$ cat src/rtl/rtc_seq_pkg.sv
package rtc_seq_pkg;
  localparam int NSTEP = 13;
  localparam int TW    = 4 * NSTEP;
  localparam logic [3:0] REG_CTL  = 4'hE;
  localparam logic [3:0] REG_IVL  = 4'h7;
  localparam logic [3:0] CTL_24H  = 4'h4;
  localparam logic [3:0] CTL_RCV  = 4'h7;
  localparam logic [3:0] IVL_OFF  = 4'h0;

  typedef enum logic [3:0] {
    S_BOOT, S_BOOT_RD, S_RCV_INT, S_RCV_CTL, S_RCV_POLL,
    S_IDLE, S_XF_CTL, S_XF_POLL, S_XF_FIELD, S_GAP
  } seq_st_t;

  typedef enum logic [2:0] {G_QUIET, G_RETRY, G_START, G_OK, G_FAIL} gap_go_t;

  // unit/tens pairs, with the calendar date registers after the weekday slot
  function automatic logic [3:0] step_addr(input logic [3:0] s);
    if (s < 4'd6)       return s;
    else if (s < 4'd12) return s + 4'd2;
    else                return 4'h6;
  endfunction
endpackage

$ cat src/rtl/rtc_gap_timer.sv
module rtc_gap_timer #(
  parameter int GAP_CYC = 35
) (
  input  logic clk,
  input  logic rst,
  input  logic run,
  output logic expired
);
  localparam int W = $clog2(GAP_CYC + 1);
  logic [W-1:0] cnt;

  always_ff @(posedge clk) begin
    if (rst || !run)   cnt <= '0;
    else if (!expired) cnt <= cnt + 1'b1;
  end

  assign expired = run && (cnt == W'(GAP_CYC - 1));

  p_expire_only_running_r9: assert property (@(posedge clk) disable iff (rst)
    expired |=> !run || cnt == W'(GAP_CYC - 1));
endmodule

$ cat src/rtl/rtc_retry_ctr.sv
module rtc_retry_ctr #(
  parameter int MAX = 100
) (
  input  logic clk,
  input  logic rst,
  input  logic clr,
  input  logic inc,
  output logic last
);
  localparam int W = $clog2(MAX + 1);
  logic [W-1:0] cnt;

  always_ff @(posedge clk) begin
    if (rst || clr) cnt <= '0;
    else if (inc)   cnt <= cnt + 1'b1;
  end

  assign last = (cnt == W'(MAX - 1));

  p_retry_bound_r6: assert property (@(posedge clk) disable iff (rst)
    inc |=> cnt != '0 && cnt <= W'(MAX - 1));
endmodule

$ cat src/rtl/rtc_xfer_seq.sv
module rtc_xfer_seq
  import rtc_seq_pkg::*;
#(
  parameter int CLK_MHZ  = 50,
  parameter int GAP_NS   = 700,
  parameter int POLL_MAX = 100
) (
  input  logic          clk,
  input  logic          rst,
  input  logic          host_req,
  input  logic          host_wr,
  input  logic [51:0]   host_time,
  output logic          busy,
  output logic          done,
  output logic          err,
  output logic [51:0]   rd_time,
  output logic          ce,
  output logic          acc_req,
  output logic          acc_wr,
  output logic [3:0]    acc_addr,
  output logic [3:0]    acc_wdata,
  input  logic          acc_ack,
  input  logic [3:0]    acc_rdata
);
  localparam int GAP_CYC = (GAP_NS * CLK_MHZ + 999) / 1000;
  localparam logic [3:0] LAST_STEP = 4'(NSTEP - 1);
  localparam logic [TW-1:0] DEF_TIME = {4'h0, 8'h00, 8'h01, 8'h01, 8'h00, 8'h00, 8'h00};

  seq_st_t        state;
  gap_go_t        gap_next;
  logic           dir_wr;
  logic [3:0]     step;
  logic [TW-1:0]  xfer_time;
  logic [5:0]     idx;
  logic           got, gap_exp, rt_last, rt_clr, rt_inc;
  logic           op_act, op_wr;
  logic [3:0]     op_addr, op_data;

  assign idx     = {step, 2'b00};
  assign got     = acc_req && acc_ack;
  assign busy    = (state != S_IDLE);
  assign rd_time = xfer_time;

  rtc_gap_timer #(.GAP_CYC(GAP_CYC)) u_gap (
    .clk(clk), .rst(rst), .run(state == S_GAP), .expired(gap_exp));

  assign rt_clr = (state == S_IDLE) || (state == S_RCV_CTL && got) ||
                  (state == S_RCV_POLL && got && !acc_rdata[0]);
  assign rt_inc = got && acc_rdata[0] && !rt_last &&
                  (state == S_RCV_POLL || state == S_XF_POLL);

  rtc_retry_ctr #(.MAX(POLL_MAX)) u_retry (
    .clk(clk), .rst(rst), .clr(rt_clr), .inc(rt_inc), .last(rt_last));

  // access the current state wants issued
  always_comb begin
    op_act  = 1'b1;
    op_wr   = 1'b0;
    op_addr = REG_CTL;
    op_data = 4'h0;
    unique case (state)
      S_BOOT_RD, S_RCV_POLL, S_XF_POLL: ;
      S_RCV_INT: begin op_wr = 1'b1; op_addr = REG_IVL; op_data = IVL_OFF; end
      S_RCV_CTL: begin op_wr = 1'b1; op_data = CTL_RCV; end
      S_XF_CTL:  begin op_wr = 1'b1; op_data = CTL_24H; end
      S_XF_FIELD: begin
        op_wr   = dir_wr;
        op_addr = step_addr(step);
        op_data = xfer_time[idx +: 4];
      end
      default: op_act = 1'b0;
    endcase
  end

  always_ff @(posedge clk) begin
    if (rst) begin
      state     <= S_BOOT;
      gap_next  <= G_QUIET;
      ce        <= 1'b0;
      acc_req   <= 1'b0;
      acc_wr    <= 1'b0;
      acc_addr  <= 4'h0;
      acc_wdata <= 4'h0;
      done      <= 1'b0;
      err       <= 1'b0;
      dir_wr    <= 1'b0;
      step      <= 4'h0;
      xfer_time <= '0;
    end else begin
      done <= 1'b0;
      err  <= 1'b0;
      if (op_act && !acc_req) begin
        acc_req   <= 1'b1;
        acc_wr    <= op_wr;
        acc_addr  <= op_addr;
        acc_wdata <= op_data;
      end
      if (got) acc_req <= 1'b0;

      unique case (state)
        S_BOOT: begin ce <= 1'b1; state <= S_BOOT_RD; end
        S_BOOT_RD: if (got) begin
          if (acc_rdata[1]) state <= S_RCV_INT;
          else begin ce <= 1'b0; gap_next <= G_QUIET; state <= S_GAP; end
        end
        S_RCV_INT: if (got) state <= S_RCV_CTL;
        S_RCV_CTL: if (got) state <= S_RCV_POLL;
        S_RCV_POLL: if (got) begin
          if (!acc_rdata[0]) begin
            xfer_time <= DEF_TIME;
            dir_wr    <= 1'b1;
            ce        <= 1'b0;
            gap_next  <= G_START;
            state     <= S_GAP;
          end else if (rt_last) begin
            ce <= 1'b0; gap_next <= G_FAIL; state <= S_GAP;
          end
        end
        S_IDLE: if (host_req) begin
          dir_wr    <= host_wr;
          xfer_time <= host_time;
          ce        <= 1'b1;
          state     <= S_XF_CTL;
        end
        S_XF_CTL: if (got) state <= S_XF_POLL;
        S_XF_POLL: if (got) begin
          if (!acc_rdata[0]) begin
            step  <= 4'h0;
            state <= S_XF_FIELD;
          end else begin
            ce       <= 1'b0;
            gap_next <= rt_last ? G_FAIL : G_RETRY;
            state    <= S_GAP;
          end
        end
        S_XF_FIELD: if (got) begin
          if (!dir_wr) xfer_time[idx +: 4] <= acc_rdata;
          if (step == LAST_STEP) begin
            ce <= 1'b0; gap_next <= G_OK; state <= S_GAP;
          end else step <= step + 4'h1;
        end
        S_GAP: if (gap_exp) begin
          unique case (gap_next)
            G_RETRY, G_START: begin ce <= 1'b1; state <= S_XF_CTL; end
            G_OK:   begin done <= 1'b1; state <= S_IDLE; end
            G_FAIL: begin err  <= 1'b1; state <= S_IDLE; end
            default: state <= S_IDLE;
          endcase
        end
        default: state <= S_IDLE;
      endcase
    end
  end

  // assertion-only observation of chip-enable low time
  localparam int LW = $clog2(GAP_CYC + 2);
  logic [LW-1:0] ce_low;
  logic          ce_seen;
  always_ff @(posedge clk) begin
    if (rst) begin
      ce_low  <= '0;
      ce_seen <= 1'b0;
    end else begin
      if (ce) begin
        ce_low  <= '0;
        ce_seen <= 1'b1;
      end else if (ce_low != LW'(GAP_CYC + 1)) begin
        ce_low <= ce_low + 1'b1;
      end
    end
  end

  p_ce_gap_r9: assert property (@(posedge clk) disable iff (rst)
    ($rose(ce) && ce_seen) |-> ce_low >= LW'(GAP_CYC));
  p_ce_during_req_r11: assert property (@(posedge clk) disable iff (rst)
    acc_req |-> ce);
  p_req_hold_r11: assert property (@(posedge clk) disable iff (rst)
    (acc_req && !acc_ack) |=> acc_req && $stable(acc_addr) && $stable(acc_wr) && $stable(acc_wdata));
  p_done_pulse_r8: assert property (@(posedge clk) disable iff (rst)
    done |=> !done);
  p_done_err_excl_r6: assert property (@(posedge clk) disable iff (rst)
    !(done && err));
  p_end_after_busy_r10: assert property (@(posedge clk) disable iff (rst)
    ($rose(done) || $rose(err)) |-> $past(busy));
endmodule

$ cat config.mk
export PLATFORM = sky130hd
export DESIGN_NAME = rtc_xfer_seq
export DESIGN_NICKNAME = d
export VERILOG_FILES = /design/src/rtl/rtc_seq_pkg.sv /design/src/rtl/rtc_gap_timer.sv /design/src/rtl/rtc_retry_ctr.sv /design/src/rtl/rtc_xfer_seq.sv
export SDC_FILE = /design/constraint.sdc
export NUM_CORES = 1
export LEC_CHECK = 0
export ABC_CLOCK_PERIOD_IN_PS = 2550
export CAP_MARGIN = 0
export CORE_ASPECT_RATIO = 0.6
export CORE_MARGIN = 2
export CORE_UTILIZATION = 53
export CTS_CLUSTER_DIAMETER = 80
export DETAILED_ROUTE_END_ITERATION = 6
export DONT_BUFFER_PORTS = 1
export PLACE_DENSITY = 0.82
export SLEW_MARGIN = 20
export SYNTH_ARGS = -nofsm -noshare
export SYNTH_HDL_FRONTEND = slang
export SYNTH_SLANG_ARGS = --single-unit
$ cat constraint.sdc
create_clock -name clk -period 2.55 [get_ports clk]
set_input_delay 0.3825 -clock clk [delete_from_list [all_inputs] [get_ports clk]]
set_output_delay 0.3825 -clock clk [all_outputs]
set_load 0.005 [all_outputs]
Word level (Yosys, flattened, before mapping)
Index checks and enable logic that the tools add are counted.
- input port bits: 61
- word-level logic and storage cells: 160
- output and inout bits: 66
- register bits: 90
- multiplexer cells: 64
- reductions and logical operators: 35
- bitwise gates (word level): 2
- shift operators: 3
- magnitude comparators: 2
- add/subtract/negate cells: 5
- equal/unequal tests: 35
- operators with widths (kind ; number):
    two-way mux 52 bit ; 5
    one-hot mux 52 bit (3 select lines) ; 1
    two-way mux 4 bit ; 19
    bitwise mux 52 bit ; 1
    variable shift 4 x 8 -> 52 bit (first input constant) ; 1
    variable part select 4 x 8 -> 52 bit ; 1
    variable part select 52 x 7 -> 4 bit ; 1
    one-hot mux 4 bit (10 select lines) ; 1
    inequality test 2 bit (second input constant) ; 17
    two-way mux 3 bit ; 10
    two-way mux 1 bit ; 19
    equality test 4 x 3 -> 1 bit (second input constant) ; 4
    one-hot mux 4 bit (2 select lines) ; 2
    equality test 4 bit (second input constant) ; 3
    one-hot mux 3 bit (4 select lines) ; 1
    one-hot mux 4 bit (3 select lines) ; 1
    AND reduction 12 bit ; 1
    AND reduction 11 bit ; 1
    logical AND 1 bit ; 9
    AND reduction 9 bit ; 1
    equality test 4 x 2 -> 1 bit (second input constant) ; 2
    negator 6 -> 8 bit ; 1
    adder 7 x 1 -> 7 bit (second input constant) ; 1
    equality test 7 bit (second input constant) ; 1
    other kinds (29) ; 42

Logic depth before layout (Yosys ltp)
Gate-level depths: netlist of the first run.
- depth after elaboration: 6
- gate-level depth with buffers: 12
- mapped depth without buffers: 7

Hierarchy
A second synthesis of the first run with hierarchy kept.
- cells, all modules: 642
- area total of the unflattened synthesis: 5549.1 µm²
- modules (own cells, without submodules) (module ; area each (µm²) ; seq. area each (µm²) ; cells an instance ; times used):
    rtc_xfer_seq ; 4937.2 ; 1541.5 ; 576 ; 1
    rtc_retry_ctr ; 314.1 ; 140.1 ; 34 ; 1
    rtc_gap_timer ; 297.8 ; 120.1 ; 32 ; 1

Worst setup path after synthesis of the first run
OpenSTA, ideal clock, no wires.
- path type: register -> register
- from: reg step[1]
- to: reg xfer_time[24], in the netlist rd_time[24]
- data required time: 2.426 ns
- data arrival time: 2.544 ns
- buffers on the path: 4
- slack: -0.118 ns
- cell stages (with the launch flop): 12
- cell sequence: dfxtp_1 > buf_2 > buf_2 > buf_2 > inv_1 > ha_1 > buf_2 > nor2b_1 > o21ai_1 > mux2_2 > a221oi_1 > a21oi_1
- longest elaborated chain between the ends: 6
- ends and longest elaborated chain (element ; line ; source):
    from (decl) ; rtc_xfer_seq.sv:32 ; logic [3:0] step;
    from (signal assigned) ; rtc_xfer_seq.sv:140 ; end else step <= step + 4'h1;
    negator 6 -> 8 bit * ; rtc_xfer_seq.sv:137 ; if (!dir_wr) xfer_time[idx +: 4] <= acc_rdata;
    variable part select 4 x 8 -> 52 bit / variable shift 4 x 8 -> 52 bit (equally long branches) ; rtc_xfer_seq.sv:137 ;
    bitwise mux 52 bit * ; rtc_xfer_seq.sv:137 ;
    two-way mux 52 bit * ; rtc_xfer_seq.sv:137 ;
    two-way mux 52 bit * ; rtc_xfer_seq.sv:136 ; S_XF_FIELD: if (got) begin
    one-hot mux 52 bit (3 select lines) * ; rtc_xfer_seq.sv:100 ; unique case (state)
    to (signal assigned) ; rtc_xfer_seq.sv:121 ; xfer_time <= host_time;
    to (signal, indexed assignment) ; rtc_xfer_seq.sv:137 ;
    to (decl) ; rtc_xfer_seq.sv:33 ; logic [TW-1:0] xfer_time;
Mark *: on every way between the ends. The rest lies on a longest branch, timed or not. The select of a mux whose other input is x is not followed.
A chain may end at the register's enable or synchronous reset.

Worst setup path in the final report of the first run
- from: reg step[1]
- to: reg xfer_time[8], in the netlist rd_time[8]
Same word-level chain as after synthesis.

==> metrics.md, run 1 <==
| Metric | Value |
|---|---|
| Worst EP arrival | roughly 2700 ps |
| Final Util | 59.3% |
| Crit. End Element | flip-flop |
| CP max FO | 16 |
| Core Rows | 29 |
| Initial antenna violation count | 0 |
| Seq cells post-synth | 90 |
| Max Fclk | 415 MHz |
| Synth unique cells | 78 |
| First-pass GRT wire length | 31.3 mm |
| Crit path kind | flip-flop to flip-flop |
| Commonest cells post-synth | 90 x dfxtp_1, 65 x nand2_1, 55 x a21oi_1 |
| GRT Total Usage | between 30% and 40% |
| P per Cell Area | approximately 860 nW/um2 |
| DRT Wirelength | 20.0 mm |
| Ports | 127 |
| Post-Syn Nets | around 780 |
| Vias per std cell | about 7.3 |
| RSZ-0062 raised after global routing | false |
| EDFF count, synth | 0 |
| GR Overflow Total | 0 |
| Final hold violation count | 0 |
| Largest net degree at the start of global routing | 55 |
| Syn Std Cell Area | between 5000 and 6000 um2 |
| Cts bufs inserted | 9 |
| Top cell type's share of synthesized area | between 30 and 40% |
| CTS tree | done |
| Max-Cap Viols | 0 |
| Die height | 85.8 um |
| Vias in the first global route | 5,589 |
| Final Critical Period | approximately 2400 ps |
| Critical Path Source Type | flip-flop |
| Setup Buffers After CTS | 0 |
| Hold_ws | ~100 ps |
| Fillers | roughly 900 |
| Max_slew headroom | ~58% |
| Critical Path RT | around 2800 ps |
| Worst-skew pair later-pin latency | between 300 and 400 ps |
| Final #Nets | between 700 and 800 |
| Setup violations, final | 0 |
| Port bufs | 0 |
| Status | finished clean |
| Tightest Pin Transition | about 630 ps |
| Antenna Nets Post-Route | 0 |
| # resized after CTS | 0 |
| Area growth syn-to-layout | 7.28% |
| Longest Clk Path Bufs | 2 |
| Via count | slightly above 6,000 |
| Mapped Cells | between 700 and 800 |
| Setup TNS | 0 ps |
| Ranking of synthesized cells by area | dfxtp_1 30%, a21oi_1 4.7%, mux4_2 4.6%, nand2_1 4.1%, o32ai_2 4.1% |
| DR iter-0 viols | 907 |
| Cts hold-fix bufs | 0 |
| Min-delay worst type | input pin to flip-flop |
| Leakage power | roughly 2.0 nW |
| Leading area contributor after synthesis | dfxtp_1 |
| VDD IR-drop max | approximately 0.37 mV |
| Final Slew Violations | 0 |
| Final Skew | between 10 and 15 ps |
| Post-route design area | 6350 um2 |
| Synthesized area per cell | 8.37 um2 |
| Global placer's final weighted congestion | 0.971 |
| Drt drc | 0 |
| Post-synth top flop | dfxtp_1 |
| Antenna cells | 0 |
| Yosys Warn Count | 0 |
| Hpwl dp | about 15 mm |
| Die area | roughly 12,000 um2 |
| Period utilisation layout | a little over nine tenths |
| Die width | between 100 and 150 um |
| Clk sinks | 90 |
| Total core area | approximately 11,000 um2 |
| Clk pin slew, worst setup/hold paths | approximately 70 ps |
| Post-synth ARST share | 0% |
| CTS H-tree depth | 3 |
| Share of cells above drive strength 1 | about 18% |
| Seq/Total Area, Yosys | between 30% and 40% |
| Initial Util | between 50% and 60% |
| Dpl cell area | between 6000 and 7000 um2 |
| Clock Tree Root | clkbuf_16 |
| Pre-antenna DRT Iters | 6 |
| Wire per inst | between 20 and 25 um |
| Count leader, synth | dfxtp_1 |
[per-layer routing]
layer / share of wire, % / up-vias / GRT usage (%)
met3: 16 / 51 / 13.7
met2: 42 / 512 / 47.9
met1: 40 / 2843 / 46.0
li1: - / 2625 / -
met5: 0 / - / 0
met4: 1.8 / 0 / 8.82
[placed cells by master (no fill, tap or decap), drive strengths merged, types with 3 or more instances in the layout]
cell type / n
a211o: 3
a211oi: 7
a21oi: 61
a221oi: 8
a22oi: 7
a2bb2oi: 3
a311oi: 4
a31oi: 4
a32oi: 17
and2: 8
and3: 6
and3b: 3
and4bb: 3
buf: 33
clkbuf: 9
dfxtp: 90
ha: 7
inv: 35
mux2: 16
mux2i: 10
mux4: 12
nand2: 66
nand2b: 7
nand3: 28
nand4: 10
nor2: 50
nor2b: 9
nor3: 14
nor3b: 3
nor4: 12
nor4b: 4
o21ai: 40
o22ai: 6
o311ai: 3
o31ai: 5
o32ai: 36
or2: 5
or3: 4
xnor2: 5
xor2: 10
[critical path, stage by stage, from the launching register on]
cell and delay (ps):
dfxtp_1 350, inv_1 110, ha_1 240, or2_2 310, o21a_1 380, nor4_1 600
a21oi_1 90, o32ai_1 230
[power breakdown]
part	internal [mW]	switching [mW]	total, mW	leakage, nW
clock network	0.677	0.630	1.31	0.135
registers	1.58	0.261	1.85	0.728
logic	0.858	1.47	2.32	1.18
[state kept, by name, summed over array words and instances (netlist names), 3 cells and up]
register and cells:
acc_addr 4, gap_next 3, state 4, step 4
u_retry.cnt 7, rd_time 52, u_gap.cnt 6, acc_wdata 4
[kinds of logic (layout without fill, tap and decap cells)]
logic type,Yosys count,after routing,share of synthesized area [%]
compound gates,220,220,28.1
xor+xnor,15,15,2.22
fa+ha+maj,7,7,1.48
buf+inv,97,80,7.23
flops,90,90,30.5
mux,38,38,9.31
simple gates,240,240,21.2
[metrics by stage]
step | power, mW | setup slack (ps) | std cells
after floorplan | 3.44 | 42.8 | 707
after global placement | 4.02 | 351 | 813
after detailed placement | 4.09 | 215 | 813
after CTS | 5.39 | 212 | 829
after global routing | 5.74 | 55.8 | 829
final | 5.48 | 143 | 829
[worst paths after layout]
kind,startpoint,end,slack [ps],cells past startpoint
hold reg to reg,gap_next[1]$_SDFFE_PP0P_,done$_SDFF_PP0_,490,2
setup / recovery,step[1]$_SDFFE_PP0P_,rd_time[8]$_SDFFE_PP0P_,140,7
setup reg to reg,step[1]$_SDFFE_PP0P_,rd_time[8]$_SDFFE_PP0P_,140,7
hold / removal,rst,acc_wr$_SDFFE_PP0P_,100,1
[final cells by class]
cell class / instances / area [um2] / area share, %
sequential: 90 / 1800 / 28.4
clock inverter: 7 / 57.6 / 0.907
tap: 139 / 174 / 2.74
multi-input combinational: 520 / 3700 / 58.3
inverter: 31 / 116 / 1.83
clock buffer: 9 / 225 / 3.55
timing repair buffer: 33 / 273 / 4.30
Power figures use the tool's default switching activity.
==> run 2, diff against run 1 <==
- CORE_UTILIZATION: 53 -> 55
- PLACE_DENSITY: 0.82 -> 0.84
==> run 2 against run 1 <==
Effect of this change:
- clock skew grew 2.9 ps
- first-iteration DRC count grew 6.6%
- count of clock-buffer cells in the layout stayed put
- design area fell by 0.59%
- largest cell class unchanged
==> metrics.md, run 2 (synthesis gave the netlist of run 1 again) <==
| Metric | Value |
|---|---|
| Status | finished clean (unchanged) |
| Fillers | 888 (was 916) |
| Crit. End Element | flip-flop (unchanged) |
| VDD IR-drop max | 0.488 mV (was 0.368 mV) |
| Max-Cap Viols | 0 (unchanged) |
| Flop-to-flop setup slack | 200 ps (was 140 ps) |
| Port bufs | 0 (unchanged) |
| Drt drc | 0 (unchanged) |
| Max reg flops | 52 (unchanged) |
| Final Skew | 14.5 ps (was 11.6 ps) |
| Min-delay worst type | input pin to flip-flop (unchanged) |
| Antenna cells | 0 (unchanged) |
| Most frequent cells in the layout | 90 x dfxtp_1, 65 x nand2_1, 55 x a21oi_1 (was 90 x dfxtp_1, 65 x nand2_1, 54 x a21oi_1) |
| Final Slew Violations | 0 (unchanged) |
| Setup TNS | 0 ps (unchanged) |
| Core Rows | 29 (unchanged) |
| Final hold violation count | 0 (unchanged) |
| Crit-path cells | inv_1 > ha_1 > buf_4 > or2_2 > o21a_1 > nor4_1 > a21oi_1 > o32ai_2 (was inv_1 > ha_1 > or2_2 > o21a_1 > nor4_1 > a21oi_1 > o32ai_1) |
| Max Fclk | 425 MHz (was 415 MHz) |
| Longest Clk Path Bufs | 2 (unchanged) |
| Share of cells above drive strength 1 | 16.8% (was 17.7%) |
| Max_slew headroom | 52.3% (was 57.8%) |
| Vias per std cell | 7.21 (was 7.28) |
| Ports | 127 (unchanged) |
| Worst setup startpoint | step[1]$_SDFFE_PP0P_ (unchanged) |
| CP max-delay cell | nor4_1 (unchanged) |
| Pre-antenna DRT Iters | 6 (unchanged) |
| GRT Total Usage | 33.9% (was 33.2%) |
| Clk pin slew, worst setup/hold paths | 80 ps (was 70 ps) |
| DR iter-0 viols | 967 (was 907) |
| Clock Tree Root | clkbuf_16 (unchanged) |
| Largest net degree at the start of global routing | 55 (unchanged) |
| # resized after CTS | 0 (unchanged) |
| Antenna Nets Post-Route | 0 (unchanged) |
| Period utilisation layout | 92.3% (was 94.4%) |
| Global placer's final weighted congestion | 0.990 (was 0.971) |
| Worst Path Buf+Inv | 2 (was 1) |
| P per Cell Area | 861 nW/um2 (was 863 nW/um2) |
| Cts hold-fix bufs | 0 (unchanged) |
| Critical Path Source Type | flip-flop (unchanged) |
| Die width | 138 um (was 140 um) |
| GR Overflow Total | 0 (unchanged) |
| Hold path start | rst (unchanged) |
| CTS tree | done (unchanged) |
| CP peak stage delay | 490 ps (was 600 ps) |
| Reg2reg start | step[1]$_SDFFE_PP0P_ (unchanged) |
| Worst reg2reg endpoint | rd_time[41]$_SDFFE_PP0P_ (was rd_time[8]$_SDFFE_PP0P_) |
| Total core area | 10,500 um2 (was 10,700 um2) |
| Setup Buffers After CTS | 0 (unchanged) |
| R2R cell count | 8 (was 7) |
| First-pass GRT wire length | 30.6 mm (was 31.3 mm) |
| Clk sinks | 90 (unchanged) |
| Final #Nets | 748 (was 753) |
| Setup violations, final | 0 (unchanged) |
| Crit-path leading delay family | simple AND/OR/NAND/NOR gates (unchanged) |
| Critical Path RT | 2830 ps (was 2810 ps) |
| Initial Util | 56.2% (was 55.3%) |
| Die height | 84.3 um (was 85.8 um) |
| Crit path kind | flip-flop to flip-flop (unchanged) |
| Tightest Pin Transition | 714 ps (was 633 ps) |
| DRT Wirelength | 19.4 mm (was 20.0 mm) |
| Most common cell after layout, fill and taps aside | dfxtp_1 (unchanged) |
| CP max FO | 16 (unchanged) |
| Worst hold path stage count | 1 (unchanged) |
| Cts bufs inserted | 9 (unchanged) |
| Wire per inst | 23.6 um (was 24.1 um) |
| Fin worst setup slack | 196 ps (was 143 ps) |
| Leakage power | 2.03 nW (was 2.05 nW) |
| Final Critical Period | 2350 ps (was 2410 ps) |
| Vias in the first global route | 5,297 (was 5,589) |
| Via count | 5,942 (was 6,031) |
| Worst-skew pair later-pin latency | 360 ps (was 350 ps) |
| Area growth syn-to-layout | 6.64% (was 7.28%) |
| Min-Delay Endpoint | acc_addr[2]$_SDFFE_PP0P_ (was acc_wr$_SDFFE_PP0P_) |
| CTS H-tree depth | 3 (unchanged) |
| Die area | 11,600 um2 (was 12,100 um2) |
| Hpwl dp | 14.2 mm (was 14.6 mm) |
| Setup slack at placement | 280 ps (was 215 ps) |
| RSZ-0062 raised after global routing | false (unchanged) |
| Worst EP arrival | 2630 ps (was 2670 ps) |
| Initial antenna violation count | 0 (unchanged) |
run 2: cell types whose count changed in the layout (fill, tap and decap cells not counted), sizes merged:
cell      before  now
clkinvlp       2    1
buf           33   28
inv           35   36
run 2: layout make-up:
type                    instances  area, um2  share of cell area [%]
clock buffers                   9        225                    3.57
clock inverters                 7       67.6                    1.07
inverters                      31        116                    1.84
multi-input cells             520       3690                    58.5
flip-flops and latches         90       1800                    28.6
well taps                     139        174                    2.76
repair buffers                 28        235                    3.73
run 2: worst max path at each step:
stage,endpoint,slack (ps),cells after the start
floorplan,rd_time[41]$_SDFFE_PP0P_,40,12
global placement,rd_time[32]$_SDFFE_PP0P_,330,6
detailed placement,rd_time[41]$_SDFFE_PP0P_,280,8
CTS,rd_time[10]$_SDFFE_PP0P_,260,8
global route,rd_time[41]$_SDFFE_PP0P_,40,8
finish,rd_time[41]$_SDFFE_PP0P_,200,8
run 2: per-stage QoR:
step	hold WS, ps	std cells	power (mW)	instance area, um2	utilization, %
5_1_grt	95.8	824	5.70	6310	60.0
3_5_place_dp	466	808	4.02	6020	57.2
6_report	110	824	5.43	6310	60.0
3_3_place_gp	457	808	3.97	6020	57.2
4_1_cts	94.0	824	5.36	6310	60.0
2_1_floorplan	447	707	3.44	5920	-
run 2: worst reg2reg max path: stages (launching register included):
cell     delay (ps)
dfxtp_1         330
inv_1            70
ha_1            210
buf_4           170
or2_2           300
o21a_1          390
nor4_1          490
a21oi_1         110
o32ai_2         200
run 2: power breakdown:
group / total [mW] / switching (mW) / internal [mW]
Combinational: 2.25 / 1.43 / 0.820
Clock: 1.34 / 0.644 / 0.691
Sequential: 1.85 / 0.266 / 1.58
run 2: layer usage:
metal / GRT usage (%) / share of wire, % / vias up / wire [um]
li1: - / - / 2609 / -
met1: 50.3 / 41 / 2781 / 7930
met2: 44.3 / 40 / 494 / 7700
met3: 14.8 / 17 / 58 / 3370
met4: 8.07 / 2.3 / 0 / 448
met5: 0 / 0 / - / 0
==> run 3, diff against run 2 <==
- REMOVE_ABC_BUFFERS: not set -> 1
==> run 3 against run 2 <==
Effect of this change:
- the flow now finishes with violations (design-rule violations)
- via count down 1.2%
- combinational power about the same
- sequential cell count unchanged
- cell count up 0.36%
- routed wire length up 1.2%
- global-route usage up 0.24 points
- sequential share of layout area down 0.051 points
- register-to-register slack worse by 100 ps
==> metrics.md, run 3 (synthesis gave the netlist of run 1 again) <==
| Metric | Value |
|---|---|
| Max-Cap Viols | 0 (unchanged) |
| Overall Power | 5.44 mW (was 5.43 mW) |
| Crit-path cells | buf_4 > or4b_1 > nor4_1 > a21oi_1 > o32ai_2 (was inv_1 > ha_1 > buf_4 > or2_2 > o21a_1 > nor4_1 > a21oi_1 > o32ai_2) |
| Via count | 5,872 (was 5,942) |
| Hpwl dp | 14.1 mm (was 14.2 mm) |
| # resized after CTS | 0 (unchanged) |
| GRT Total Usage | 34.1% (was 33.9%) |
| Dpl cell area | 6010 um2 (was 6020 um2) |
| Final hold violation count | 0 (unchanged) |
| Min-delay worst type | input pin to flip-flop (unchanged) |
| Setup Buffers After CTS | 0 (unchanged) |
| Worst-skew pair later-pin latency | 350 ps (was 360 ps) |
| Crit. End Element | flip-flop (unchanged) |
| Critical Path RT | 2810 ps (was 2830 ps) |
| Initial Util | 56.2% (unchanged) |
| Port bufs | 0 (unchanged) |
| Post-route design area | 6320 um2 (was 6310 um2) |
| DR iter-0 viols | 852 (was 967) |
| Final Skew | 11.5 ps (was 14.5 ps) |
| Critical Path Source Type | flip-flop (unchanged) |
| Sw Pwr | 2.25 mW (was 2.34 mW) |
| Max reg flops | 52 (unchanged) |
| Clk sinks | 90 (unchanged) |
| Status | finished with violations (was finished clean) |
| Max_slew headroom | 39.2% (was 52.3%) |
| Finished Layout Cells | 827 (was 824) |
| Pre-antenna DRT Iters | 7 (was 6) |
| Final Slew Violations | 0 (unchanged) |
| Cts hold-fix bufs | 0 (unchanged) |
| Total core area | 10,500 um2 (unchanged) |
| Die area | 11,600 um2 (unchanged) |
| Initial antenna violation count | 0 (unchanged) |
| Core Rows | 29 (unchanged) |
| Vias per std cell | 7.10 (was 7.21) |
| Worst EP arrival | 2720 ps (was 2630 ps) |
| Largest net degree at the start of global routing | 55 (unchanged) |
| Drt drc | 2 (was 0) |
| Share of cells above drive strength 1 | 16.6% (was 16.8%) |
| CTS tree | done (unchanged) |
| Internal | 3.19 mW (was 3.10 mW) |
| Most frequent cells in the layout | 90 x dfxtp_1, 65 x nand2_1, 55 x a21oi_1 (unchanged) |
| Final Util | 60.1% (was 60.0%) |
| Die height | 84.3 um (unchanged) |
| Antenna Nets Post-Route | 0 (unchanged) |
| VDD IR-drop max | 0.499 mV (was 0.488 mV) |
| Ports | 127 (unchanged) |
| CP peak stage delay | 770 ps (was 490 ps) |
| Logic pwr share | 41.0% (was 41.4%) |
| Clock Tree Root | clkbuf_16 (unchanged) |
| Final #Nets | 749 (was 748) |
| CTS H-tree depth | 3 (unchanged) |
| Failing checks | design-rule violations |
| Placed cells | 809 (was 808) |
| GR Overflow Total | 0 (unchanged) |
| Sw Share | 41.3% (was 43.0%) |
| Clk pwr share | 25.4% (was 24.6%) |
| P per Cell Area | 861 nW/um2 (about the same) |
| Sequential share of power | 33.7% (was 34.1%) |
| Vias in the first global route | 5,482 (was 5,297) |
| Area growth syn-to-layout | 6.83% (was 6.64%) |
| Most common cell after layout, fill and taps aside | dfxtp_1 (unchanged) |
| Final Critical Period | 2460 ps (was 2350 ps) |
| Setup violations, final | 0 (unchanged) |
| Max Fclk | 407 MHz (was 425 MHz) |
| Clk pin slew, worst setup/hold paths | 70 ps (was 80 ps) |
| CP max-delay cell | or4b_1 (was nor4_1) |
| Die width | 138 um (unchanged) |
| First-pass GRT wire length | 30.6 mm (about the same) |
| Tightest Pin Transition | 889 ps (was 714 ps) |
| RSZ-0062 raised after global routing | false (unchanged) |
| Cts bufs inserted | 9 (unchanged) |
| Longest Clk Path Bufs | 2 (unchanged) |
| CP max FO | 16 (unchanged) |
| Leakage power | 2.03 nW (about the same) |
| DRT Wirelength | 19.7 mm (was 19.4 mm) |
| Crit path kind | flip-flop to flip-flop (unchanged) |
| Period utilisation layout | 96.4% (was 92.3%) |
| Wire per inst | 23.8 um (was 23.6 um) |
| Global placer's final weighted congestion | 0.955 (was 0.990) |
==> run 3: cell count changes in the layout (fill, tap and decap cells not counted), moves of 2 or more <==
cell	delta
diode_2	+2
inv_8	-3
inv_6	-2
buf_4	+2
clkbuf_8	+2
==> run 3: worst max-delay path: cells and delay by family, from the launching register on <==
kind                   cells  cell delay [ps]
AO/OA/AOI/OAI              2              320
buffers and inverters      1              200
flip-flops                 1              450
AND/OR/NAND/NOR            2             1380
==> run 3: routing by layer <==
| metal | share of wire [%] | global-route usage, % | vias to the layer above |
|---|---|---|---|
| met4 | 1.9 | 7.70 | 0 |
| met5 | 0 | 0 | - |
| li1 | - | - | 2615 |
| met2 | 40 | 46.0 | 444 |
| met1 | 40 | 48.4 | 2757 |
| met3 | 17 | 17.0 | 56 |
==> run 3: area by class of cell <==
type	instances	area (um2)
timing repair buffer	29	230
tap	139	174
fill	935	4200
sequential	90	1800
antenna	2	5.00
inverter	31	116
clock buffer	12	256
multi-input combinational	520	3690
clock inverter	4	50.0
==> run 3: power groups by stage <==
stage                     clock (mW)  sequential, mW  combinational, mW
final                           1.38            1.83               2.23
after global routing            1.45            1.86               2.40
after CTS                       1.39            1.82               2.14
after detailed placement           0            1.85               2.13
after global placement             0            1.84               2.10
after floorplan                    0            1.88               1.39
==> run 3: through the flow <==
stage	worst slack [ps]	TNS [ps]	hold WS, ps
final	90.9	0	124
after global routing	5.41	0	106
after CTS	220	0	106
after detailed placement	231	0	467
after global placement	231	0	457
after floorplan	-927	-41640	439
==> run 3: final timing paths <==
path         depth (start not counted)                           to  slack, ps                        start
max                                  5     rd_time[11]$_SDFFE_PP0P_         90        state[3]$_SDFFE_PP0P_
min                                  1         step[0]$_SDFFE_PP0P_        120                          rst
max reg2reg                          5     rd_time[11]$_SDFFE_PP0P_         90        state[3]$_SDFFE_PP0P_
min reg2reg                          2  u_retry.cnt[1]$_SDFFE_PP0P_        480  u_retry.cnt[1]$_SDFFE_PP0P_
